--- src/rtl/sw_leg_avg.sv ---
module sw_leg_avg #(
  parameter int VW = 16,
  parameter int RW = 10
) (
  input  logic          clk_i,
  input  logic          rst_ni,
  input  logic          step_i,
  input  logic [VW-1:0] vdc_i,
  input  logic [RW:0]   hi_ratio_i,
  input  logic [RW:0]   lo_ratio_i,
  input  logic          cur_neg_i,
  input  logic          cur_zero_i,
  input  logic          shutdown_i,
  output logic [VW-1:0] vleg_o,
  output logic          valid_o,
  output logic          shoot_o,
  output logic          tri_o
);
  localparam int PW = VW + RW + 1;
  localparam logic [RW+1:0] FULL = (RW+2)'(1) << RW;

  logic          neg;
  logic [RW+1:0] sum, dead, eff;
  logic          over;

  assign neg  = cur_neg_i & ~cur_zero_i;
  assign sum  = {1'b0, hi_ratio_i} + {1'b0, lo_ratio_i};
  assign over = ~shutdown_i & (sum > FULL);
  assign dead = FULL - sum;

  always_comb begin
    if (shutdown_i)  eff = neg ? FULL : '0;
    else if (over)   eff = FULL;
    else             eff = {1'b0, hi_ratio_i} + (neg ? dead : '0);
  end

  logic          s1_vld, s1_over, s1_tri;
  logic [RW:0]   s1_eff;
  logic [VW-1:0] s1_vdc;

  always_ff @(posedge clk_i) begin
    if (!rst_ni) begin
      s1_vld  <= 1'b0;
      s1_over <= 1'b0;
      s1_tri  <= 1'b0;
      s1_eff  <= '0;
      s1_vdc  <= '0;
    end else begin
      s1_vld <= step_i;
      if (step_i) begin
        s1_over <= over;
        s1_tri  <= shutdown_i & cur_zero_i;
        s1_eff  <= eff[RW:0];
        s1_vdc  <= vdc_i;
      end
    end
  end

  logic [PW-1:0] prod;
  assign prod = PW'(s1_vdc) * PW'(s1_eff);

  always_ff @(posedge clk_i) begin
    if (!rst_ni) begin
      vleg_o  <= '0;
      valid_o <= 1'b0;
      shoot_o <= 1'b0;
      tri_o   <= 1'b0;
    end else begin
      valid_o <= s1_vld;
      if (s1_vld) begin
        vleg_o  <= s1_tri ? '1 : prod[VW+RW-1:RW];
        shoot_o <= s1_over;
        tri_o   <= s1_tri;
      end
    end
  end
endmodule

--- config.mk ---
export PLATFORM = sky130hd
export DESIGN_NAME = sw_leg_avg
export DESIGN_NICKNAME = d
export VERILOG_FILES = /design/src/rtl/sw_leg_avg.sv
export SDC_FILE = /design/constraint.sdc
export NUM_CORES = 1
export LEC_CHECK = 0
export BUFFER_PORTS_ARGS = -buffer_cell sky130_fd_sc_hd__buf_2
export CAP_MARGIN = 5
export CORE_MARGIN = 2
export CORE_UTILIZATION = 57
export CTS_CLUSTER_SIZE = 20
export DETAILED_ROUTE_END_ITERATION = 10
export PLACE_DENSITY = 0.79
export SLEW_MARGIN = 20
export SYNTH_ARGS = -nofsm -noshare
export SYNTH_HDL_FRONTEND = slang
export SYNTH_SLANG_ARGS = --single-unit
--- constraint.sdc ---
create_clock -name clk_i -period 5.39 [get_ports clk_i]
set_input_delay 0.539 -clock clk_i [delete_from_list [all_inputs] [get_ports clk_i]]
set_output_delay 0.539 -clock clk_i [all_outputs]
set_load 0.01 [all_outputs]
==> flow_summary.html, run 1 <==
<table>
<tr><th>Metric</th><th>Value</th></tr>
<tr><th colspan="2">Outcome</th></tr>
<tr><td>Outcome</td><td>complete, no violations</td></tr>
<tr><th colspan="2">Synthesis</th></tr>
<tr><td>Cell type contributing the most total cell area after synthesis</td><td>sky130_fd_sc_hd__fa_1</td></tr>
<tr><td>Gate count of the mapped netlist</td><td>946</td></tr>
<tr><td>Post-synthesis net count</td><td>around 1,200</td></tr>
<tr><td>Largest family of logic cells by synthesized area</td><td>adder cells</td></tr>
<tr><td>Post-synthesis average cell area</td><td>~8.6 sq um</td></tr>
<tr><td>Area share of fa/ha/maj cells after synthesis</td><td>a little over two fifths</td></tr>
<tr><td>Number of different library cells in the post-synthesis netlist</td><td>between 50 and 60</td></tr>
<tr><td>Warnings from Yosys</td><td>0</td></tr>
<tr><td>Fraction of registers with async set/reset</td><td>0%</td></tr>
<tr><td>Fraction of synthesized cell area taken by the top area cell type</td><td>30.7%</td></tr>
<tr><td>Primary flip-flop cell chosen by synthesis mapping</td><td>sky130_fd_sc_hd__dfxtp_1</td></tr>
<tr><td>EDFF count, synth</td><td>0</td></tr>
<tr><td>Netlist area before placement</td><td>between 8000 and 9000 sq um</td></tr>
<tr><td>Synth top area cells</td><td>sky130_fd_sc_hd__fa_1 (31%), sky130_fd_sc_hd__ha_1 (12%), sky130_fd_sc_hd__dfxtp_1 (12%)</td></tr>
<tr><td>Share of synthesized cell area in and, or, nand and nor gates</td><td>18.9%</td></tr>
<tr><td>Proportion of synthesized chip area in sequential cells</td><td>roughly 12%</td></tr>
<tr><td>Multiplexer share of the synthesized area</td><td>approximately 2.3%</td></tr>
<tr><td>Share of the synthesized area in compound gates (AO/OA/AOI/OAI)</td><td>between 9 and 10%</td></tr>
<tr><td>Post-synthesis sequential element count</td><td>between 40 and 50</td></tr>
<tr><td>Xor and xnor fraction of the mapped netlist area</td><td>4.51%</td></tr>
<tr><th colspan="2">Setup path</th></tr>
<tr><td>Critical path arrival</td><td>roughly 5.4 ns</td></tr>
<tr><td>R2R Setup Slk</td><td>just over 0.2 ns</td></tr>
<tr><td>Kind of critical path</td><td>reg2reg</td></tr>
<tr><td>Req. time, crit path</td><td>5.57 ns</td></tr>
<tr><td>Depth of the worst register-to-register path</td><td>22</td></tr>
<tr><td>R2R Path End</td><td>vleg_o[15]</td></tr>
<tr><td>Peak fanout along the critical path</td><td>12</td></tr>
<tr><td>Crit. End Element</td><td>flip-flop</td></tr>
<tr><td>Reg-to-reg critical path startpoint</td><td>s1_eff[3]</td></tr>
<tr><td>CP Launch Type</td><td>flip-flop</td></tr>
<tr><th colspan="2">GRT</th></tr>
<tr><td>Pin count of the biggest net entering global routing</td><td>39</td></tr>
<tr><td>Wire length of the first global-routing pass</td><td>approximately 30,000 microns</td></tr>
<tr><td>Combined global-route utilization of all metal layers</td><td>between 20% and 30%</td></tr>
<tr><td>Total grt overflow</td><td>0</td></tr>
<tr><td>Antenna violations before repair</td><td>0</td></tr>
<tr><td>Via count of the first global-routing pass</td><td>about 6,500</td></tr>
<tr><th colspan="2">Die</th></tr>
<tr><td>Die Footprint</td><td>between 15,000 and 20,000 sq um</td></tr>
<tr><td>Std-Cell Core Area</td><td>about 14,000 sq um</td></tr>
<tr><td>Height of the chip</td><td>about 120 microns</td></tr>
<tr><td>Number of ports placed on the die boundary</td><td>63</td></tr>
<tr><td>Site row count</td><td>43</td></tr>
<tr><td>Starting density of the core</td><td>58.5%</td></tr>
<tr><td>Width of the die</td><td>~120 microns</td></tr>
<tr><th colspan="2">Power and ir drop</th></tr>
<tr><td>Switching part of the total power</td><td>about a third</td></tr>
<tr><td>Static leakage</td><td>4.53 nW</td></tr>
<tr><td>Power density normalized to cell area</td><td>roughly 120 nW/um^2</td></tr>
<tr><td>Internal cell power</td><td>~0.00073 W</td></tr>
<tr><td>Clock network fraction of total power</td><td>a little under a third</td></tr>
<tr><td>VDD IR max</td><td>about 0.13 mV</td></tr>
<tr><td>Total net switching power</td><td>0.000386 W</td></tr>
<tr><td>Overall power after layout</td><td>0.00111 W</td></tr>
<tr><td>Gate power share</td><td>about a third</td></tr>
<tr><td>Part of the power in registers</td><td>between 30 and 40%</td></tr>
<tr><th colspan="2">Clock tree</th></tr>
<tr><td>Reg clk slew, reported paths</td><td>about 0.07 ns</td></tr>
<tr><td>Clock tree buffer depth</td><td>2</td></tr>
<tr><td>Source-to-sink clock delay at the later pin of the worst-skew pair</td><td>0.30 ns</td></tr>
<tr><td>CTS tree</td><td>done</td></tr>
<tr><td>CTS Root Cell</td><td>sky130_fd_sc_hd__clkbuf_16</td></tr>
<tr><td>H-Tree Level Count</td><td>2</td></tr>
<tr><td>CTS hold repair buffers</td><td>0</td></tr>
<tr><td>Number of buffers created by CTS</td><td>5</td></tr>
<tr><td>Clock sink total</td><td>slightly below 50</td></tr>
<tr><th colspan="2">Routing</th></tr>
<tr><td>Routed vias</td><td>6,347</td></tr>
<tr><td>First-pass iteration count of the detailed router</td><td>5</td></tr>
<tr><td>Post-DR wirelength/cell</td><td>about 15 microns</td></tr>
<tr><td>Number of DRC markers after the initial detailed-route iteration</td><td>between 300 and 400</td></tr>
<tr><td>Routed Antenna Nets</td><td>0</td></tr>
<tr><td>Via density per instance</td><td>~5.4</td></tr>
<tr><td>Final wirelength</td><td>17,200 microns</td></tr>
<tr><td>Final routed DRC violation total</td><td>0</td></tr>
<tr><th colspan="2">Worst hold path</th></tr>
<tr><td>Hold path depth</td><td>2</td></tr>
<tr><td>Worst hold path endpoint</td><td>s1_over</td></tr>
<tr><td>Hold WC Path Type</td><td>reg2reg</td></tr>
<tr><td>Critical hold path startpoint</td><td>s1_over</td></tr>
<tr><th colspan="2">Placement</th></tr>
<tr><td>IO buf count</td><td>between 60 and 70</td></tr>
<tr><td>Post-place setup slack</td><td>-0.0209 ns</td></tr>
<tr><td>Sum of net half-perimeters after detailed placement</td><td>approximately 14,000 microns</td></tr>
<tr><td>Last weighted congestion value of the routability-driven placer</td><td>approximately 0.94</td></tr>
<tr><th colspan="2">Layout</th></tr>
<tr><td>Post-synthesis to final-layout area growth</td><td>10.8%</td></tr>
<tr><td>Post-layout util</td><td>around two thirds</td></tr>
<tr><td>Ant diodes</td><td>0</td></tr>
<tr><td>Number of fillers in the final layout</td><td>between 1,000 and 1,500</td></tr>
<tr><td>Fin nets</td><td>1,254</td></tr>
<tr><td>Multi-input gate area in the final layout</td><td>between 6000 and 7000 sq um</td></tr>
<tr><td>Share of final-layout standard cells stronger than drive strength 1</td><td>between 10% and 20%</td></tr>
<tr><td>Combined flip-flop and latch cell area</td><td>1040 sq um</td></tr>
<tr><th colspan="2">STA</th></tr>
<tr><td>Worst slew pin tran</td><td>between 0.8 and 0.9 ns</td></tr>
<tr><td>Worst setup skew after layout</td><td>0.00900 ns</td></tr>
<tr><td>Fin. max-slew vios</td><td>0</td></tr>
<tr><td>Remaining max-slew budget at the tightest pin</td><td>approximately 45%</td></tr>
<tr><td>Achievable frequency</td><td>about 190 MHz</td></tr>
<tr><td>Share of the cycle needed by the critical path after routing</td><td>between 90% and 100%</td></tr>
<tr><td>Endpoints failing hold</td><td>0</td></tr>
<tr><td>Final Setup Violations</td><td>0</td></tr>
<tr><td>Total Negative Setup Slacks</td><td>0 ns</td></tr>
<tr><td>Min Hold Slack</td><td>about 0.46 ns</td></tr>
<tr><td>Least setup slack across all paths after layout</td><td>approximately 0.21 ns</td></tr>
<tr><td>Final period demand of the worst path</td><td>just over 5 ns</td></tr>
<tr><th colspan="2">Job</th></tr>
<tr><td>Max cap viols</td><td>0</td></tr>
</table>
per-layer routing:
layer / vias up / track usage, % / wire length [microns]
met5: - / 0 / 0
met4: 0 / 7.88 / 345
met3: 28 / 2.93 / 761
met2: 156 / 42.7 / 8590
met1: 3074 / 32.6 / 7550
li1: 3089 / - / -
layout make-up:
class	instances	area share (%)
Tap cell	180	2.49
Sequential cell	49	11.5
Inverter	161	6.69
Timing Repair Buffer	97	6.34
Clock inverter	2	0.194
Clock buffer	6	1.54
Multi-Input combinational cell	691	71.3
worst max path at each step:
stage          depth (start not counted)  slack [ns]      start          to
6_report                              22        0.21  s1_eff[3]  vleg_o[15]
3_3_place_gp                          19        0.11  s1_eff[2]   vleg_o[9]
5_1_grt                               22       -0.01  s1_eff[3]  vleg_o[15]
3_5_place_dp                          19       -0.02  s1_eff[2]   vleg_o[9]
4_1_cts                               22        0.02  s1_eff[3]  vleg_o[15]
2_1_floorplan                         23        0.12  s1_eff[2]  vleg_o[15]
cells by family after synthesis:
| family | after synthesis |
|---|---|
| compound gates | 121 |
| xor+xnor | 42 |
| fa+ha+maj | 205 |
| buf+inv | 206 |
| flops | 49 |
| mux | 19 |
| simple gates | 304 |
critical path: stages (launching register included):
cell and delay [ns]:
sky130_fd_sc_hd__dfxtp_4 0.43, sky130_fd_sc_hd__buf_4 0.15, sky130_fd_sc_hd__nand2_1 0.07, sky130_fd_sc_hd__fa_1 0.51, sky130_fd_sc_hd__inv_1 0.05, sky130_fd_sc_hd__fa_1 0.49
sky130_fd_sc_hd__inv_1 0.05, sky130_fd_sc_hd__fa_1 0.52, sky130_fd_sc_hd__inv_1 0.04, sky130_fd_sc_hd__fa_1 0.47, sky130_fd_sc_hd__inv_1 0.05, sky130_fd_sc_hd__fa_1 0.47
sky130_fd_sc_hd__inv_1 0.05, sky130_fd_sc_hd__ha_1 0.29, sky130_fd_sc_hd__a21o_1 0.18, sky130_fd_sc_hd__a21o_1 0.17, sky130_fd_sc_hd__a21o_1 0.17, sky130_fd_sc_hd__a21oi_1 0.21
sky130_fd_sc_hd__a2bb2oi_2 0.20, sky130_fd_sc_hd__a31oi_2 0.13, sky130_fd_sc_hd__nor2_1 0.13, sky130_fd_sc_hd__xnor2_1 0.13, sky130_fd_sc_hd__a21oi_1 0.08
metrics by stage:
stage               cell area [sq um]  std cells
floorplan                        8160        946
global placement                 8750       1174
detailed placement               8750       1174
CTS                              8900       1182
global route                     9040       1186
finish                           9040       1186
cells in the mapped netlist, drive strengths merged (3+ instances only):
cell,n
o21ai,40
a31o,6
o21bai,3
nand2,123
nor2,27
nor3,3
nor3b,4
nand4,5
nand2b,5
buf,3
ha,80
o21a,4
mux2i,19
and3,4
inv,161
a21oi,35
clkbuf,42
xor2,17
or4,5
nand3,10
o211ai,3
a21o,8
nor2b,26
xnor2,25
and2,85
a31oi,5
nand3b,3
dfxtp,49
fa,125
sequential cells by signal, summed over array words and instances (netlist names):
name	flops
s1_vdc	16
s1_vld	1
valid_o	1
shoot_o	1
tri_o	1
s1_tri	1
vleg_o	16
s1_over	1
s1_eff	11
power by group through the flow:
| stage | clock network, W | registers (W) | logic (W) |
|---|---|---|---|
| floorplan | 0 | 0.000404 | 0.000270 |
| global placement | 0 | 0.000421 | 0.000350 |
| detailed placement | 0 | 0.000422 | 0.000357 |
| CTS | 0.000344 | 0.000414 | 0.000359 |
| global route | 0.000359 | 0.000415 | 0.000412 |
| finish | 0.000338 | 0.000412 | 0.000363 |
cells in the final DEF (no fill, tap or decap), drive strengths merged, types with 6 or more instances in the layout:
cell,Yosys,final
a21o,8,8
a21oi,35,35
a31o,6,6
and2,85,85
buf,3,97
clkbuf,42,6
dfxtp,49,49
fa,125,125
ha,80,80
inv,161,162
mux2i,19,19
nand2,123,123
nand3,10,10
nor2,27,27
nor2b,26,26
o21ai,40,40
xnor2,25,25
xor2,17,17
repair_timing:
action	in CTS	in global routing
pin swaps	0	6
buffers inserted	0	4
setup endpoints to repair	2	10
gates cloned	0	0
resized for setup	2	38
Note: power is estimated with default switching activity, not from simulation.
==> run 2: changes to the inputs <==
- CORE_UTILIZATION: 57 -> 65
- PLACE_DENSITY: 0.79 -> 0.85
- clock period: 5.39 -> 6 ns (I/O delays scaled with it)
==> flow_summary.html, run 2 (same netlist as run 1, synthesis figures left out) <==
<table>
<tr><th>Metric</th><th>Value</th></tr>
<tr><th colspan="2">Outcome</th></tr>
<tr><td>Outcome</td><td>complete, no violations</td></tr>
<tr><th colspan="2">Setup path</th></tr>
<tr><td>CP Launch Type</td><td>flip-flop</td></tr>
<tr><td>Depth of the worst register-to-register path</td><td>18 (-18%)</td></tr>
<tr><td>Peak fanout along the critical path</td><td>12 (unchanged)</td></tr>
<tr><td>Most common cell type on the critical path</td><td>sky130_fd_sc_hd__fa_1</td></tr>
<tr><td>Total buffers and inverters traversed by the critical path</td><td>3 (-3)</td></tr>
<tr><td>CP cell instances</td><td>nand2_1 -&gt; fa_1 -&gt; fa_1 -&gt; inv_1 -&gt; fa_1 -&gt; fa_1 -&gt; inv_1 -&gt; fa_1 -&gt; inv_1 -&gt; ha_1 -&gt; and3_1 -&gt; nand3_1 -&gt; a31o_2 -&gt; and2_1 -&gt; o21ai_0 -&gt; a31oi_1 -&gt; xor2_1 -&gt; a21oi_1</td></tr>
<tr><td>Crit-path leading delay family</td><td>adder cells</td></tr>
<tr><td>Kind of critical path</td><td>reg2reg</td></tr>
<tr><td>Total number of cells along the worst setup path</td><td>18 (-18%)</td></tr>
<tr><td>Critical Path Max Stage Delay</td><td>0.58 ns (+0.06 ns)</td></tr>
<tr><td>Req. time, crit path</td><td>6.24 ns (+0.67 ns)</td></tr>
<tr><td>Crit. End Element</td><td>flip-flop</td></tr>
<tr><td>Critical path arrival</td><td>5.90 ns (+0.53 ns)</td></tr>
<tr><td>Critical Path Slowest Stage Cell</td><td>sky130_fd_sc_hd__dfxtp_1</td></tr>
<tr><th colspan="2">Die</th></tr>
<tr><td>Number of ports placed on the die boundary</td><td>63 (unchanged)</td></tr>
<tr><td>Height of the chip</td><td>116 microns (-6.2%)</td></tr>
<tr><td>Std-Cell Core Area</td><td>12,100 sq um (-13%)</td></tr>
<tr><td>Die Footprint</td><td>13,500 sq um (-12%)</td></tr>
<tr><td>Site row count</td><td>40 (-7.0%)</td></tr>
<tr><td>Starting density of the core</td><td>67.3% (+8.8 points)</td></tr>
<tr><td>Width of the die</td><td>116 microns (-6.2%)</td></tr>
<tr><th colspan="2">Worst hold path</th></tr>
<tr><td>Hold path depth</td><td>2 (unchanged)</td></tr>
<tr><td>Hold WC Path Type</td><td>reg2reg</td></tr>
<tr><th colspan="2">GRT</th></tr>
<tr><td>Antenna violations before repair</td><td>0 (unchanged)</td></tr>
<tr><td>Combined global-route utilization of all metal layers</td><td>29.4% (+4.7 points)</td></tr>
<tr><td>Total grt overflow</td><td>0 (unchanged)</td></tr>
<tr><td>Via count of the first global-routing pass</td><td>6,865 (+5.3%)</td></tr>
<tr><td>Wire length of the first global-routing pass</td><td>31,100 microns (+4.6%)</td></tr>
<tr><td>Pin count of the biggest net entering global routing</td><td>39 (unchanged)</td></tr>
<tr><th colspan="2">Placement</th></tr>
<tr><td>Post-place setup slack</td><td>0.343 ns (+0.364 ns)</td></tr>
<tr><td>Sum of net half-perimeters after detailed placement</td><td>13,900 microns (-2.0%)</td></tr>
<tr><td>Last weighted congestion value of the routability-driven placer</td><td>0.916 (-2.8%)</td></tr>
<tr><td>IO buf count</td><td>62 (unchanged)</td></tr>
<tr><th colspan="2">STA</th></tr>
<tr><td>Final period demand of the worst path</td><td>5.66 ns (+0.477 ns)</td></tr>
<tr><td>Final Setup Violations</td><td>0 (unchanged)</td></tr>
<tr><td>Least setup slack across all paths after layout</td><td>0.340 ns (+0.133 ns)</td></tr>
<tr><td>Remaining max-slew budget at the tightest pin</td><td>42.9% (-1.7 points)</td></tr>
<tr><td>Fin. max-slew vios</td><td>0 (unchanged)</td></tr>
<tr><td>Worst setup skew after layout</td><td>0.0108 ns (+0.00183 ns)</td></tr>
<tr><td>Setup repair after global routing missed its margin</td><td>false</td></tr>
<tr><td>Achievable frequency</td><td>177 MHz (-8.4%)</td></tr>
<tr><td>Share of the cycle needed by the critical path after routing</td><td>94.3% (-1.8 points)</td></tr>
<tr><td>Total Negative Setup Slacks</td><td>0 ns (unchanged)</td></tr>
<tr><td>Min Hold Slack</td><td>0.491 ns (+0.0269 ns)</td></tr>
<tr><td>Worst slew pin tran</td><td>0.855 ns (+0.0256 ns)</td></tr>
<tr><td>Endpoints failing hold</td><td>0 (unchanged)</td></tr>
<tr><th colspan="2">Power and ir drop</th></tr>
<tr><td>Power density normalized to cell area</td><td>118 nW/um^2 (-3.9%)</td></tr>
<tr><td>Static leakage</td><td>4.39 nW (-3.2%)</td></tr>
<tr><td>Overall power after layout</td><td>0.00103 W (-7.1%)</td></tr>
<tr><td>VDD IR max</td><td>0.169 mV (+34%)</td></tr>
<tr><th colspan="2">Clock tree</th></tr>
<tr><td>Clock tree buffer depth</td><td>2 (unchanged)</td></tr>
<tr><td>CTS Root Cell</td><td>sky130_fd_sc_hd__clkbuf_16</td></tr>
<tr><td>Number of buffers created by CTS</td><td>5 (unchanged)</td></tr>
<tr><td>H-Tree Level Count</td><td>2 (unchanged)</td></tr>
<tr><td>Number of gates resized after cts</td><td>0 (-2)</td></tr>
<tr><td>Post-CTS setup buffers</td><td>0 (unchanged)</td></tr>
<tr><td>CTS tree</td><td>done</td></tr>
<tr><td>Reg clk slew, reported paths</td><td>0.08 ns (about the same)</td></tr>
<tr><td>Clock sink total</td><td>49 (unchanged)</td></tr>
<tr><td>Source-to-sink clock delay at the later pin of the worst-skew pair</td><td>0.31 ns (about the same)</td></tr>
<tr><td>CTS hold repair buffers</td><td>0 (unchanged)</td></tr>
<tr><th colspan="2">Routing</th></tr>
<tr><td>First-pass iteration count of the detailed router</td><td>5 (unchanged)</td></tr>
<tr><td>Via density per instance</td><td>5.62 (+5.0%)</td></tr>
<tr><td>Routed Antenna Nets</td><td>0 (unchanged)</td></tr>
<tr><td>Number of DRC markers after the initial detailed-route iteration</td><td>406 (+25%)</td></tr>
<tr><td>Final routed DRC violation total</td><td>0 (unchanged)</td></tr>
<tr><td>Final wirelength</td><td>17,700 microns (+2.6%)</td></tr>
<tr><td>Routed vias</td><td>6,447 (+1.6%)</td></tr>
<tr><td>Post-DR wirelength/cell</td><td>15.4 microns (+6.1%)</td></tr>
<tr><th colspan="2">Layout</th></tr>
<tr><td>Ant diodes</td><td>0 (unchanged)</td></tr>
<tr><td>Largest registers</td><td>s1_vdc (16), vleg_o (16), s1_eff (11)</td></tr>
<tr><td>Post-synthesis to final-layout area growth</td><td>7.13%</td></tr>
<tr><td>Fin nets</td><td>1,227 (-2.2%)</td></tr>
<tr><td>Share of final-layout standard cells stronger than drive strength 1</td><td>10.3% (-4.4 points)</td></tr>
<tr><td>Commonest non-fill, non-tap cell in the layout</td><td>sky130_fd_sc_hd__inv_1</td></tr>
<tr><td>Most frequent cells in the layout</td><td>sky130_fd_sc_hd__inv_1 (161), sky130_fd_sc_hd__fa_1 (125), sky130_fd_sc_hd__nand2_1 (122)</td></tr>
<tr><th colspan="2">Job</th></tr>
<tr><td>Max cap viols</td><td>0 (unchanged)</td></tr>
</table>
==> run 2: area by class of cell <==
cell class / instances / area, sq um
inverter: 161 / 604
fill: 956 / 3370
tap: 168 / 210
timing repair buffer: 70 / 370
clock inverter: 3 / 47.5
multi-input combinational: 691 / 6390
clock buffer: 5 / 125
sequential: 49 / 987
==> run 2: stage by stage <==
stage / util (%) / area [sq um] / std cells
finish: 72.1 / 8740 / 1147
floorplan: - / 8160 / 946
CTS: 72.1 / 8730 / 1147
global placement: 70.7 / 8560 / 1139
global route: 72.1 / 8740 / 1147
detailed placement: 70.7 / 8560 / 1139
==> run 2: report_power, final <==
part           internal, W  leakage, nW  switching, W
clock             0.000200       0.0848      0.000144
sequential        0.000343        0.405     0.0000385
combinational     0.000133         3.90      0.000174
==> run 2: routing by layer <==
metal  wire (microns)  GRT usage [%]
met1             7470           37.1
met2             8810           50.7
met3              854           4.71
met4              558           12.1
met5                0              0
==> run 2: path summary, 6_finish.rpt <==
path,start,end,slack [ns]
setup reg to reg,s1_vdc[1],vleg_o[12],0.34
setup / recovery,s1_vdc[1],vleg_o[12],0.34
hold / removal,s1_over,s1_over,0.49
hold reg to reg,s1_over,s1_over,0.49
==> run 2: worst reg2reg max path, cell delays in order (launching register included) <==
cell                      delay, ns
sky130_fd_sc_hd__dfxtp_1       0.58
sky130_fd_sc_hd__nand2_1       0.15
sky130_fd_sc_hd__fa_1          0.54
sky130_fd_sc_hd__fa_1          0.56
sky130_fd_sc_hd__inv_1         0.06
sky130_fd_sc_hd__fa_1          0.53
sky130_fd_sc_hd__fa_1          0.54
sky130_fd_sc_hd__inv_1         0.05
sky130_fd_sc_hd__fa_1          0.52
sky130_fd_sc_hd__inv_1         0.04
sky130_fd_sc_hd__ha_1          0.31
sky130_fd_sc_hd__and3_1        0.18
sky130_fd_sc_hd__nand3_1       0.14
sky130_fd_sc_hd__a31o_2        0.31
sky130_fd_sc_hd__and2_1        0.18
sky130_fd_sc_hd__o21ai_0       0.41
sky130_fd_sc_hd__a31oi_1       0.17
sky130_fd_sc_hd__xor2_1        0.17
sky130_fd_sc_hd__a21oi_1       0.14
==> run 3: changes to the inputs <==
- CORE_MARGIN: 2 -> default
- RECOVER_POWER: default -> 100
==> flow_summary.html, run 3 (same netlist as run 1, synthesis figures left out) <==
<table>
<tr><th>Metric</th><th>Value</th></tr>
<tr><th colspan="2">Routing</th></tr>
<tr><td>Routed vias</td><td>6,407 (-0.62%)</td></tr>
<tr><td>Routed Antenna Nets</td><td>0 (unchanged)</td></tr>
<tr><td>Final routed DRC violation total</td><td>0 (unchanged)</td></tr>
<tr><td>Post-DR wirelength/cell</td><td>15.3 microns (-0.91%)</td></tr>
<tr><td>First-pass iteration count of the detailed router</td><td>4 (-1)</td></tr>
<tr><td>Number of DRC markers after the initial detailed-route iteration</td><td>330 (-19%)</td></tr>
<tr><td>Via density per instance</td><td>5.60 (-0.45%)</td></tr>
<tr><td>Final wirelength</td><td>17,500 microns (-1.1%)</td></tr>
<tr><th colspan="2">STA</th></tr>
<tr><td>Total Negative Setup Slacks</td><td>0 ns (unchanged)</td></tr>
<tr><td>Final Setup Violations</td><td>0 (unchanged)</td></tr>
<tr><td>Achievable frequency</td><td>178 MHz (+0.87%)</td></tr>
<tr><td>Share of the cycle needed by the critical path after routing</td><td>93.5% (-0.82 points)</td></tr>
<tr><td>Setup repair after global routing missed its margin</td><td>false</td></tr>
<tr><td>Endpoints failing hold</td><td>0 (unchanged)</td></tr>
<tr><td>Remaining max-slew budget at the tightest pin</td><td>0.997% (-42 points)</td></tr>
<tr><td>Worst setup skew after layout</td><td>0.00819 ns (-0.00263 ns)</td></tr>
<tr><td>Fin. max-slew vios</td><td>0 (unchanged)</td></tr>
<tr><td>Final period demand of the worst path</td><td>5.61 ns (-0.0490 ns)</td></tr>
<tr><td>Worst slew pin tran</td><td>1.49 ns (+0.630 ns)</td></tr>
<tr><th colspan="2">Die</th></tr>
<tr><td>Starting density of the core</td><td>67.3% (unchanged)</td></tr>
<tr><td>Std-Cell Core Area</td><td>12,100 sq um (unchanged)</td></tr>
<tr><td>Height of the chip</td><td>114 microns (-1.7%)</td></tr>
<tr><td>Number of ports placed on the die boundary</td><td>63 (unchanged)</td></tr>
<tr><td>Width of the die</td><td>114 microns (-1.7%)</td></tr>
<tr><td>Site row count</td><td>40 (unchanged)</td></tr>
<tr><td>Die Footprint</td><td>13,000 sq um (-3.4%)</td></tr>
<tr><th colspan="2">Clock tree</th></tr>
<tr><td>CTS hold repair buffers</td><td>0 (unchanged)</td></tr>
<tr><td>Reg clk slew, reported paths</td><td>0.08 ns (about the same)</td></tr>
<tr><td>CTS Root Cell</td><td>sky130_fd_sc_hd__clkbuf_16</td></tr>
<tr><td>Source-to-sink clock delay at the later pin of the worst-skew pair</td><td>0.31 ns (about the same)</td></tr>
<tr><td>Number of buffers created by CTS</td><td>5 (unchanged)</td></tr>
<tr><td>Clock sink total</td><td>49 (unchanged)</td></tr>
<tr><td>CTS tree</td><td>done</td></tr>
<tr><td>Clock tree buffer depth</td><td>2 (unchanged)</td></tr>
<tr><td>H-Tree Level Count</td><td>2 (unchanged)</td></tr>
<tr><th colspan="2">Setup path</th></tr>
<tr><td>CP Launch Type</td><td>flip-flop</td></tr>
<tr><td>Kind of critical path</td><td>reg2reg</td></tr>
<tr><td>Crit. End Element</td><td>flip-flop</td></tr>
<tr><td>Critical path arrival</td><td>5.80 ns (-0.10 ns)</td></tr>
<tr><td>Peak fanout along the critical path</td><td>17 (+5)</td></tr>
<tr><td>Req. time, crit path</td><td>6.19 ns (-0.05 ns)</td></tr>
<tr><th colspan="2">Placement</th></tr>
<tr><td>Last weighted congestion value of the routability-driven placer</td><td>0.862 (-5.9%)</td></tr>
<tr><td>IO buf count</td><td>62 (unchanged)</td></tr>
<tr><td>Sum of net half-perimeters after detailed placement</td><td>13,800 microns (-0.70%)</td></tr>
<tr><th colspan="2">Job</th></tr>
<tr><td>Max cap viols</td><td>0 (unchanged)</td></tr>
<tr><th colspan="2">GRT</th></tr>
<tr><td>Combined global-route utilization of all metal layers</td><td>30.4% (+0.91 points)</td></tr>
<tr><td>Total grt overflow</td><td>0 (unchanged)</td></tr>
<tr><td>Pin count of the biggest net entering global routing</td><td>39 (unchanged)</td></tr>
<tr><td>Wire length of the first global-routing pass</td><td>30,900 microns (-0.76%)</td></tr>
<tr><td>Via count of the first global-routing pass</td><td>6,768 (-1.4%)</td></tr>
<tr><td>Antenna violations before repair</td><td>0 (unchanged)</td></tr>
<tr><th colspan="2">Layout</th></tr>
<tr><td>Post-layout util</td><td>71.3% (-0.89 points)</td></tr>
<tr><td>Post-synthesis to final-layout area growth</td><td>5.81%</td></tr>
<tr><td>Largest registers</td><td>s1_vdc (16), vleg_o (16), s1_eff (11)</td></tr>
<tr><td>Number of fillers in the final layout</td><td>1,001 (+4.7%)</td></tr>
<tr><td>Most frequent cells in the layout</td><td>sky130_fd_sc_hd__inv_1 (161), sky130_fd_sc_hd__fa_1 (125), sky130_fd_sc_hd__nand2_1 (123)</td></tr>
<tr><td>Share of final-layout standard cells stronger than drive strength 1</td><td>6.86% (-3.5 points)</td></tr>
<tr><td>Commonest non-fill, non-tap cell in the layout</td><td>sky130_fd_sc_hd__inv_1</td></tr>
<tr><td>Ant diodes</td><td>0 (unchanged)</td></tr>
<tr><td>Fin nets</td><td>1,225 (-0.16%)</td></tr>
<tr><th colspan="2">Power and ir drop</th></tr>
<tr><td>VDD IR max</td><td>0.160 mV (-5.4%)</td></tr>
<tr><td>Static leakage</td><td>4.25 nW (-3.0%)</td></tr>
<tr><td>Power density normalized to cell area</td><td>114 nW/um^2 (-3.3%)</td></tr>
<tr><th colspan="2">Worst hold path</th></tr>
<tr><td>Hold WC Path Type</td><td>reg2reg</td></tr>
<tr><th colspan="2">Outcome</th></tr>
<tr><td>Outcome</td><td>complete, no violations</td></tr>
</table>
-- run 3: what timing repair did --
item | 4_1_cts | 5_1_grt
hold endpoints to repair | 0 | 0
setup endpoints to repair | 0 | 2
buffers inserted | 0 | 0
gates resized for setup | 0 | 4
-- run 3: path summary, 6_finish.rpt --
path | startpoint | end | slack, ns | cells after the start
setup / recovery | s1_eff[2] | vleg_o[15] | 0.39 | 21
hold / removal | s1_over | s1_over | 0.49 | 2
setup reg to reg | s1_eff[2] | vleg_o[15] | 0.39 | 21
hold reg to reg | s1_over | s1_over | 0.49 | 2
-- run 3: layout make-up --
type / count / area (sq um) / share of cell area [%]
multi-input combinational: 691 / 6340 / 73.5
sequential: 49 / 986 / 11.4
inverter: 161 / 604 / 7.00
timing repair buffer: 68 / 329 / 3.81
tap: 168 / 210 / 2.44
clock buffer: 6 / 139 / 1.61
clock inverter: 2 / 17.5 / 0.203
-- run 3: power by group --
group          total [W]  internal [W]  switching, W
Clock           0.000309      0.000169      0.000140
Combinational   0.000294      0.000128      0.000166
Sequential      0.000383      0.000343     0.0000401
Total           0.000986      0.000640      0.000347
-- run 3: routing by layer --
layer	global-route usage (%)	share of wire, %
met1	37.8	42
met2	53.8	51
met3	4.20	4.7
met4	11.0	2.7
met5	0	0
-- run 3: critical path: stages, from the launching register on --
cell,delay (ns)
sky130_fd_sc_hd__dfxtp_1,0.73
sky130_fd_sc_hd__nand2_1,0.17
sky130_fd_sc_hd__fa_1,0.56
sky130_fd_sc_hd__inv_1,0.05
sky130_fd_sc_hd__fa_1,0.50
sky130_fd_sc_hd__inv_1,0.05
sky130_fd_sc_hd__fa_1,0.53
sky130_fd_sc_hd__inv_1,0.05
sky130_fd_sc_hd__fa_1,0.47
sky130_fd_sc_hd__inv_1,0.05
sky130_fd_sc_hd__fa_1,0.48
sky130_fd_sc_hd__inv_1,0.04
sky130_fd_sc_hd__ha_1,0.33
sky130_fd_sc_hd__a21o_1,0.20
sky130_fd_sc_hd__a21o_1,0.17
sky130_fd_sc_hd__a21o_1,0.16
sky130_fd_sc_hd__a21oi_1,0.16
sky130_fd_sc_hd__a2bb2oi_1,0.24
sky130_fd_sc_hd__a31oi_1,0.15
sky130_fd_sc_hd__nor2_1,0.16
sky130_fd_sc_hd__xnor2_1,0.14
sky130_fd_sc_hd__a21oi_1,0.08
-- run 3: through the flow --
stage / area (sq um) / instances / total power (W) / hold slack (ns) / worst slack [ns]
2_1_floorplan: 8160 / 946 / 0.000606 / 0.425 / 0.729
3_3_place_gp: 8540 / 1137 / 0.000681 / 0.459 / 0.556
3_5_place_dp: 8540 / 1137 / 0.000690 / 0.469 / 0.378
4_1_cts: 8700 / 1145 / 0.00100 / 0.487 / 0.327
5_1_grt: 8630 / 1145 / 0.00105 / 0.524 / 0.00574
6_report: 8630 / 1145 / 0.000986 / 0.493 / 0.389
